<file path="config.mk">
export PLATFORM = sky130hd
export DESIGN_NAME = lpm_entry_gate
export DESIGN_NICKNAME = d
export VERILOG_FILES = /design/src/rtl/lpg_pkg.sv /design/src/rtl/lpg_field.sv /design/src/rtl/lpg_req.sv /design/src/rtl/lpm_entry_gate.sv
export SDC_FILE = /design/constraint.sdc
export NUM_CORES = 1
export LEC_CHECK = 0
export BUFFER_PORTS_ARGS = -buffer_cell sky130_fd_sc_hd__clkbuf_2
export CORE_MARGIN = 1
export CORE_UTILIZATION = 25
export DETAILED_ROUTE_END_ITERATION = 7
export PLACE_DENSITY = 0.74
export SYNTH_ARGS = -nofsm -noshare
export SYNTH_HDL_FRONTEND = slang
export SYNTH_SLANG_ARGS = --single-unit
export TNS_END_PERCENT = 20
</file>
<file path="constraint.sdc">
create_clock -name clk -period 0.87 [get_ports clk]
set_input_delay 0.087 -clock clk [delete_from_list [all_inputs] [get_ports clk]]
set_output_delay 0.087 -clock clk [all_outputs]
set_load 0.01 [all_outputs]
</file>
<file path="src/rtl/lpg_pkg.sv">
package lpg_pkg;
  localparam int FIELD_W  = 2;
  localparam int DIS_BIT  = 0;
  localparam int LOCK_BIT = 1;

  typedef logic [FIELD_W-1:0] ctl_field_t;

  typedef enum int {
    MODE_WAIT = 0,
    MODE_STOP = 1
  } lp_mode_e;

  function automatic logic entry_allowed(ctl_field_t f);
    return !f[DIS_BIT];
  endfunction

  function automatic logic field_locked(ctl_field_t f);
    return f[LOCK_BIT];
  endfunction

  function automatic ctl_field_t field_next(ctl_field_t cur, ctl_field_t wval, logic we);
    if (we && !field_locked(cur)) return wval;
    return cur;
  endfunction
endpackage

</file>
<file path="src/rtl/lpg_field.sv">
module lpg_field
  import lpg_pkg::*;
(
  input  logic       clk,
  input  logic       rst_n,
  input  logic       wr_hit,
  input  ctl_field_t wr_val,
  output ctl_field_t field_q,
  output logic       allow,
  output logic       locked
);
  ctl_field_t field_d;

  always_comb field_d = field_next(field_q, wr_val, wr_hit);

  always_ff @(posedge clk) begin
    if (!rst_n) field_q <= '0;
    else        field_q <= field_d;
  end

  assign allow  = entry_allowed(field_q);
  assign locked = field_locked(field_q);

  assert_lock_freezes_R8: assert property (@(posedge clk) disable iff (!rst_n)
    locked |=> $stable(field_q));

  assert_unlocked_write_R2: assert property (@(posedge clk) disable iff (!rst_n)
    (wr_hit && !locked) |=> (field_q == $past(wr_val)));
endmodule

</file>
<file path="src/rtl/lpg_req.sv">
module lpg_req (
  input  logic clk,
  input  logic rst_n,
  input  logic strobe,
  input  logic allow,
  output logic req_q
);
  logic grant;

  assign grant = strobe && allow;

  always_ff @(posedge clk) begin
    if (!rst_n) req_q <= 1'b0;
    else        req_q <= grant;
  end

  assert_blocked_no_req_R6: assert property (@(posedge clk) disable iff (!rst_n)
    (strobe && !allow) |=> !req_q);

  assert_req_has_cause_R5: assert property (@(posedge clk) disable iff (!rst_n)
    req_q |-> $past(strobe));
endmodule

</file>
<file path="src/rtl/lpm_entry_gate.sv">
module lpm_entry_gate
  import lpg_pkg::*;
#(
  parameter int ADDR_W    = 4,
  parameter int DATA_W    = 16,
  parameter logic [ADDR_W-1:0] CTRL_ADDR = 4'h1
) (
  input  logic              clk,
  input  logic              rst_n,
  input  logic              stop_strobe,
  input  logic              wait_strobe,
  input  logic              wr_en,
  input  logic [ADDR_W-1:0] wr_addr,
  input  logic [DATA_W-1:0] wr_data,
  output logic              stop_req,
  output logic              wait_req,
  output logic [DATA_W-1:0] ctrl_rdata
);
  localparam int NUM_MODES = 2;
  localparam int USED_W    = NUM_MODES * FIELD_W;

  logic                 wr_hit;
  logic [NUM_MODES-1:0] strobe_vec;
  logic [NUM_MODES-1:0] allow_vec;
  logic [NUM_MODES-1:0] lock_vec;
  logic [NUM_MODES-1:0] req_vec;
  logic [USED_W-1:0]    fields_flat;
  logic                 unused_wdata_hi;

  assign wr_hit          = wr_en && (wr_addr == CTRL_ADDR);
  assign unused_wdata_hi = ^wr_data[DATA_W-1:USED_W];

  assign strobe_vec[MODE_WAIT] = wait_strobe;
  assign strobe_vec[MODE_STOP] = stop_strobe;

  for (genvar m = 0; m < NUM_MODES; m++) begin : g_mode
    ctl_field_t fq;

    lpg_field u_field (
      .clk    (clk),
      .rst_n  (rst_n),
      .wr_hit (wr_hit),
      .wr_val (wr_data[m*FIELD_W +: FIELD_W]),
      .field_q(fq),
      .allow  (allow_vec[m]),
      .locked (lock_vec[m])
    );

    assign fields_flat[m*FIELD_W +: FIELD_W] = fq;

    lpg_req u_req (
      .clk   (clk),
      .rst_n (rst_n),
      .strobe(strobe_vec[m]),
      .allow (allow_vec[m]),
      .req_q (req_vec[m])
    );
  end

  assign wait_req   = req_vec[MODE_WAIT];
  assign stop_req   = req_vec[MODE_STOP];
  assign ctrl_rdata = {{(DATA_W-USED_W){1'b0}}, fields_flat};

  assert_upper_zero_R3: assert property (@(posedge clk) disable iff (!rst_n)
    ctrl_rdata[DATA_W-1:USED_W] == '0);

  assert_other_addr_ignored_R4: assert property (@(posedge clk) disable iff (!rst_n)
    (wr_en && wr_addr != CTRL_ADDR) |=> $stable(ctrl_rdata));

  assert_stop_gate_R7: assert property (@(posedge clk) disable iff (!rst_n)
    stop_strobe |=> (stop_req == !$past(ctrl_rdata[2])));

  assert_lock_isolated_R9: assert property (@(posedge clk) disable iff (!rst_n)
    (wr_hit && lock_vec[MODE_STOP] && !lock_vec[MODE_WAIT])
      |=> (ctrl_rdata[1:0] == $past(wr_data[1:0])));
endmodule

</file>
==> impl_results.md, run 1 <==
- Count of endpoints failing hold in the final timing report: 0
- Max-cap violations: 0
- Fin nets: 85
- Remaining routing DRC violations: 0
- Cell count after synthesis: 39
- Die Height: 38.4 um
- Worst-case clock buffer depth: 2
- Area growth from synthesis to final layout: 26.9%
- Antenna diode instance count: 0
- Synth warn: 0
- Category of the worst setup path capture point: output port
- Overall Global Routing Usage: 8.20%
- Die W: 38.4 um
- Largest net degree at the start of global routing: 9
- Final non-filler cell total: 72
- RSZ-0062 raised after global routing: yes
- Effective utilization at floorplan: 28.2%
- Gr ovfl total: 0
- Number of setup buffers added after CTS: 0
- Number of top-level pins: 43
- NetSw: 0.144 mW
- Sort of element at the start of the critical path: flop
- Depth of the worst register-to-register path: 3
- Total of endpoints with negative setup slack in the final report: 0
- GP Congestion: 0.770
- Clock network latency to the later pin of the worst-skew pair: 240 ps
- Total CTS buffers: 3
- Core box area: 1170 um^2
- Drt first pass iters: 2
- CTS tree: yes
- Average vias per placed instance: 3.90
- Min-Delay Path Depth: 3
- Antenna violation net count after detailed routing: 0
- Final Slew Violations: 0
- Clock transition at path regs: 40 ps
- Cell area after synthesis: 330 um^2
- Wire length reported by the detailed router: 555 um
- Count of hold buffers inserted by post-cts repair: 0
- Site row count: 12
- Distinct cell type count after synthesis: 11
- Upper clock frequency limit: 1.17 GHz
- Maximum vdd ir drop: 816 uV
- Clock skew: 2.12 ps
- Top cell type by total area after synthesis: sky130_fd_sc_hd__dfxtp_1
- Ratio of cells with drive above 1 in the final layout: 44.8%
- Static leakage: 0.244 nW
- Fin util: 35.8%
- Cell-internal power: 0.474 mW
- Initial antenna violation count: 0
- CTS sink cnt: 6
- Wire length per cell: 7.71 um
- Switching part of the total: 23.3%
- Count of buffers from port buffering: 18
- Worst hold slack after final layout: 47.3 ps
- Via count: 281
- Number of H-tree levels: 1
- HPWL Detailed: 488 um
- Number of DRC markers after the initial detailed-route iteration: 6
- Final min period: 856 ps
- Largest cells by area after synthesis: sky130_fd_sc_hd__dfxtp_1 36%, sky130_fd_sc_hd__buf_4 32%, sky130_fd_sc_hd__a41o_1 6.1%, sky130_fd_sc_hd__nand2_1 4.5%, sky130_fd_sc_hd__nor2_1 4.5%
- First-pass GRT wire length: 793 um
- Part of the power in combinational logic: 13.8%
- Critical setup path kind: flop to output port
- Mean Syn Cell Area: 8.47 um^2
- Power density normalized to cell area: 1470 nW/um^2
- Outcome: finished clean
- Cell chosen for the clock root: sky130_fd_sc_hd__clkbuf_4
- Total power consumption of the routed design: 0.617 mW
- Type of the most critical hold path: input pin to flop
- Vias in the first global route: 222
- Share of the synthesized area in the top cell type: 36.4%
- Period Utilization, post-route: 98.4%
- Worst Path Max Fanout: 2
- Power share of the clock group: 39.8%
- Arrival @ worst endpoint: 770 ps
- Total instance count after detailed placement: 70
- Post-synthesis sequential area ratio: 36.4%
- Die Footprint: 1470 um^2
- Data required, critical path: 780 ps
- Synthesis-stage register bit count: 6
- Fillcell total: 137
- Share of total power in sequential cells: 46.5%
==> worst max-delay path: stages (launching register included) <==
cell and delay, ps:
sky130_fd_sc_hd__dfxtp_2 310, sky130_fd_sc_hd__buf_6 110, sky130_fd_sc_hd__buf_6 110
==> cell families after synthesis <==
logic type,share of synthesized area (%)
flip-flops,36.4
AND/OR/NAND/NOR,16.7
other,1.14
buffers and inverters,33.0
AO/OA/AOI/OAI,12.9
==> Yosys cell counts, drive strengths merged <==
cell	n
a41o	2
a31oi	2
a21oi	2
nor2	4
nor2b	2
inv	1
dfxtp	6
buf	14
nand2	4
conb	1
and4bb	1
==> state kept, by name, summed over array words and instances, names as in the netlist <==
| name | cells |
|---|---|
| g_mode.u_field.field_q | 4 |
| g_mode.u_req.req_q | 2 |
==> worst paths after layout <==
check                                                   from                            to  slack (ps)
worst max-delay path            g_mode[0].u_field.field_q[1]                 ctrl_rdata[1]          10
worst min-delay path                             stop_strobe         g_mode[1].u_req.req_q          50
worst max register to register  g_mode[0].u_field.field_q[1]  g_mode[0].u_field.field_q[0]          30
worst min register to register  g_mode[1].u_field.field_q[0]         g_mode[1].u_req.req_q         430
==> cells in the final DEF, fill, tap and decap left out <==
master	n
sky130_fd_sc_hd__inv_1	1
sky130_fd_sc_hd__conb_1	12
sky130_fd_sc_hd__nor2_2	1
sky130_fd_sc_hd__dfxtp_2	2
sky130_fd_sc_hd__and4bb_2	1
sky130_fd_sc_hd__clkbuf_4	3
sky130_fd_sc_hd__nor2_1	3
sky130_fd_sc_hd__buf_6	2
sky130_fd_sc_hd__nor2b_1	2
sky130_fd_sc_hd__dfxtp_1	4
sky130_fd_sc_hd__clkbuf_2	17
sky130_fd_sc_hd__a41o_1	2
sky130_fd_sc_hd__nand2_1	4
sky130_fd_sc_hd__a21oi_1	2
sky130_fd_sc_hd__a31oi_1	2
==> area by class of cell <==
type / count / area, um^2 / share of cell area [%]
multi-input cells: 29 / 145 / 34.6
flip-flops and latches: 6 / 123 / 29.3
inverters: 1 / 3.75 / 0.896
clock buffers: 3 / 22.5 / 5.37
well taps: 14 / 17.5 / 4.18
repair buffers: 19 / 108 / 25.7
==> through the flow <==
stage	setup slack, ps	cell area [um^2]	TNS (ps)
after detailed placement	-42.9	389	-83.4
after floorplan	77.1	372	0
after global placement	-33.9	389	-65.8
after CTS	-13.5	405	-13.5
after global routing	-14.1	419	-16.6
final	14.3	419	0
==> timing repair <==
action | in CTS | in global routing
gates resized for setup | 1 | 5
pin swaps | 0 | 1
endpoints found under the setup margin | 2 | 2
==> routing by layer <==
layer  global-route usage, %  part of all wire, %
met3                    7.56                  9.0
met5                       0                    0
met2                    12.3                   49
met4                    3.45                    0
met1                    7.72                   42
==> power groups by stage <==
stage	Combinational, mW	Sequential [mW]	Clock [mW]
finish	0.0850	0.287	0.245
CTS	0.0824	0.287	0.256
global route	0.0953	0.287	0.280
detailed placement	0.0832	0.291	0
floorplan	0.0805	0.294	0
global placement	0.0830	0.291	0
No activity file was read; power rests on OpenSTA's default activity.
==> inputs of run 2 (changes only) <==
- ABC_AREA: unset -> 0
- PLACE_DENSITY: 0.74 -> 0.65
- SLEW_MARGIN: unset -> 5
==> run 2 against run 1 <==
Critical path depth grew 1; total power up 0.26%; first-iteration DRC count down 83%; via count shrank 0.71%; final area down 2.1%; wire length fell by 1.8%; fmax rose by 3.0%; global-route usage rose by 0.11 points; sequential share of layout area grew 0.32 points; largest cell class unchanged; highest routed layer unchanged.
==> impl_results.md, run 2 (synthesis gave the netlist of run 1 again) <==
- Static leakage: 0.241 nW (was 0.244 nW)
- Top library cells by usage in the layout, fill and taps aside: 18 x sky130_fd_sc_hd__clkbuf_2, 12 x sky130_fd_sc_hd__conb_1, 5 x sky130_fd_sc_hd__dfxtp_1 (was 17 x sky130_fd_sc_hd__clkbuf_2, 12 x sky130_fd_sc_hd__conb_1, 4 x sky130_fd_sc_hd__nand2_1, 4 x sky130_fd_sc_hd__dfxtp_1)
- Sum of negative setup slack: 0 ps (unchanged)
- Clock skew: 2.40 ps (was 2.12 ps)
- Category of the worst setup path capture point: flop (was output port)
- CTS-repair resized insts: 0 (was 1)
- Vias in the first global route: 233 (was 222)
- Post-route cell area: 410 um^2 (was 419 um^2)
- Power density normalized to cell area: 1510 nW/um^2 (was 1470 nW/um^2)
- Critical Path, Cell by Cell: nor2_2 -> a21oi_1 -> a41o_1 (was buf_6 -> buf_6)
- Total instance count after detailed placement: 69 (was 70)
- Total power consumption of the routed design: 0.619 mW (was 0.617 mW)
- Period Utilization, post-route: 95.5% (was 98.4%)
- Max-cap violations: 0 (unchanged)
- Setup slack after placement: -28.7 ps (was -42.9 ps)
- Worst-case clock buffer depth: 2 (unchanged)
- Count of endpoints failing hold in the final timing report: 0 (unchanged)
- Critical setup path kind: flop to flop (was flop to output port)
- Number of H-tree levels: 1 (unchanged)
- Clock transition at path regs: 50 ps (was 40 ps)
- Kind of cell with the highest combined delay on the critical path: flip-flops (unchanged)
- Number of top-level pins: 43 (unchanged)
- Effective utilization at floorplan: 28.2% (unchanged)
- Antenna violation net count after detailed routing: 0 (unchanged)
- Gr ovfl total: 0 (unchanged)
- First-pass GRT wire length: 828 um (was 793 um)
- Wire length reported by the detailed router: 545 um (was 555 um)
- Core box area: 1170 um^2 (unchanged)
- Total CTS buffers: 3 (unchanged)
- Number of buffers and inverters on the critical path: 0 (was 2)
- GP Congestion: 0.567 (was 0.770)
- Top flop regs: g_mode.u_field.field_q (4), g_mode.u_req.req_q (2) (unchanged)
- Ratio of cells with drive above 1 in the final layout: 44.8% (unchanged)
- Remaining routing DRC violations: 0 (unchanged)
- Largest net degree at the start of global routing: 9 (unchanged)
- Antenna diode instance count: 0 (unchanged)
- Final Slew Violations: 0 (unchanged)
- Data required, critical path: 1000 ps (was 780 ps)
- Die W: 38.4 um (unchanged)
- Outcome: finished clean (unchanged)
- Worst Path Max Fanout: 3 (was 2)
- Clock network latency to the later pin of the worst-skew pair: 240 ps (about the same)
- Overall Global Routing Usage: 8.31% (was 8.20%)
- Site row count: 12 (unchanged)
- Post-route worst setup slack: 39.1 ps (was 14.3 ps)
- Slowest cell delay on critical path: 320 ps (was 310 ps)
- Final min period: 831 ps (was 856 ps)
- DP Area: 382 um^2 (was 389 um^2)
- Worst reg-to-reg setup slack: 40 ps (was 30 ps)
- Fin nets: 85 (unchanged)
- Largest register by flop count: g_mode.u_field.field_q (unchanged)
- Wire length per cell: 7.57 um (was 7.71 um)
- Number of setup buffers added after CTS: 0 (unchanged)
- Number of DRC markers after the initial detailed-route iteration: 1 (was 6)
- Total of endpoints with negative setup slack in the final report: 0 (unchanged)
- Upper clock frequency limit: 1.20 GHz (was 1.17 GHz)
- Average vias per placed instance: 3.88 (was 3.90)
- Final non-filler cell total: 72 (unchanged)
- CTS tree: yes (unchanged)
- Cell chosen for the clock root: sky130_fd_sc_hd__clkbuf_4 (unchanged)
- Arrival @ worst endpoint: 960 ps (was 770 ps)
- Sort of element at the start of the critical path: flop (unchanged)
- Die Footprint: 1470 um^2 (unchanged)
- Max stage delay cell, worst path: sky130_fd_sc_hd__dfxtp_1 (was sky130_fd_sc_hd__dfxtp_2)
- Max FFs per register: 4 (unchanged)
- Count of buffers from port buffering: 18 (unchanged)
- Drt first pass iters: 2 (unchanged)
- Area growth from synthesis to final layout: 24.2% (was 26.9%)
- Initial antenna violation count: 0 (unchanged)
- RSZ-0062 raised after global routing: yes (unchanged)
- Count of hold buffers inserted by post-cts repair: 0 (unchanged)
- Type of the most critical hold path: input pin to flop (unchanged)
- Leading cell type in the layout, fill and taps excluded: sky130_fd_sc_hd__clkbuf_2 (unchanged)
- Maximum vdd ir drop: 407 uV (was 816 uV)
- Die Height: 38.4 um (unchanged)
- HPWL Detailed: 440 um (was 488 um)
- CTS sink cnt: 6 (unchanged)
- Via count: 279 (was 281)
## run 2: cell count changes in the layout (fill, tap and decap cells not counted), sizes merged
cell / previous run / this run
buf: 2 / 1
clkbuf: 20 / 21
## run 2: per-layer routing
metal,GRT usage (%),wire (um)
met5,0,0
met1,8.39,219
met4,7.76,0
met2,14.0,273
met3,1.74,52
## run 2: layout make-up
cell class,count,area [um^2]
fillers,134,761
inverters,1,3.75
clock buffers,3,22.5
repair buffers,19,97.6
multi-input cells,29,148
well taps,14,17.5
flip-flops and latches,6,121
## run 2: power breakdown
group / total (mW) / leakage (nW) / internal [mW] / switching, mW
Combinational: 0.0855 / 0.178 / 0.0345 / 0.0510
Clock: 0.247 / 0.0138 / 0.155 / 0.0914
Sequential: 0.287 / 0.0495 / 0.283 / 0.00310
Total: 0.619 / 0.241 / 0.473 / 0.145
## run 2: worst reg2reg max path, stage by stage, from the launching register on
cell and delay, ps:
sky130_fd_sc_hd__dfxtp_1 320, sky130_fd_sc_hd__nor2_2 130, sky130_fd_sc_hd__a21oi_1 80, sky130_fd_sc_hd__a41o_1 190
## run 2: final timing paths
| check | start | end | cells after the start |
|---|---|---|---|
| worst max-delay path | g_mode[1].u_field.field_q[1] | g_mode[1].u_field.field_q[0] | 3 |
| worst min-delay path | stop_strobe | g_mode[1].u_req.req_q | 3 |
| worst max register to register | g_mode[1].u_field.field_q[1] | g_mode[1].u_field.field_q[0] | 3 |
| worst min register to register | g_mode[1].u_field.field_q[0] | g_mode[1].u_req.req_q | 1 |
## run 2: stage by stage
step | hold WS [ps] | utilization (%)
2_1_floorplan | 201 | -
3_5_place_dp | 292 | 32.6
3_3_place_gp | 288 | 32.6
4_1_cts | 40.6 | 34.5
6_report | 48.9 | 35.0
5_1_grt | 52.5 | 35.0
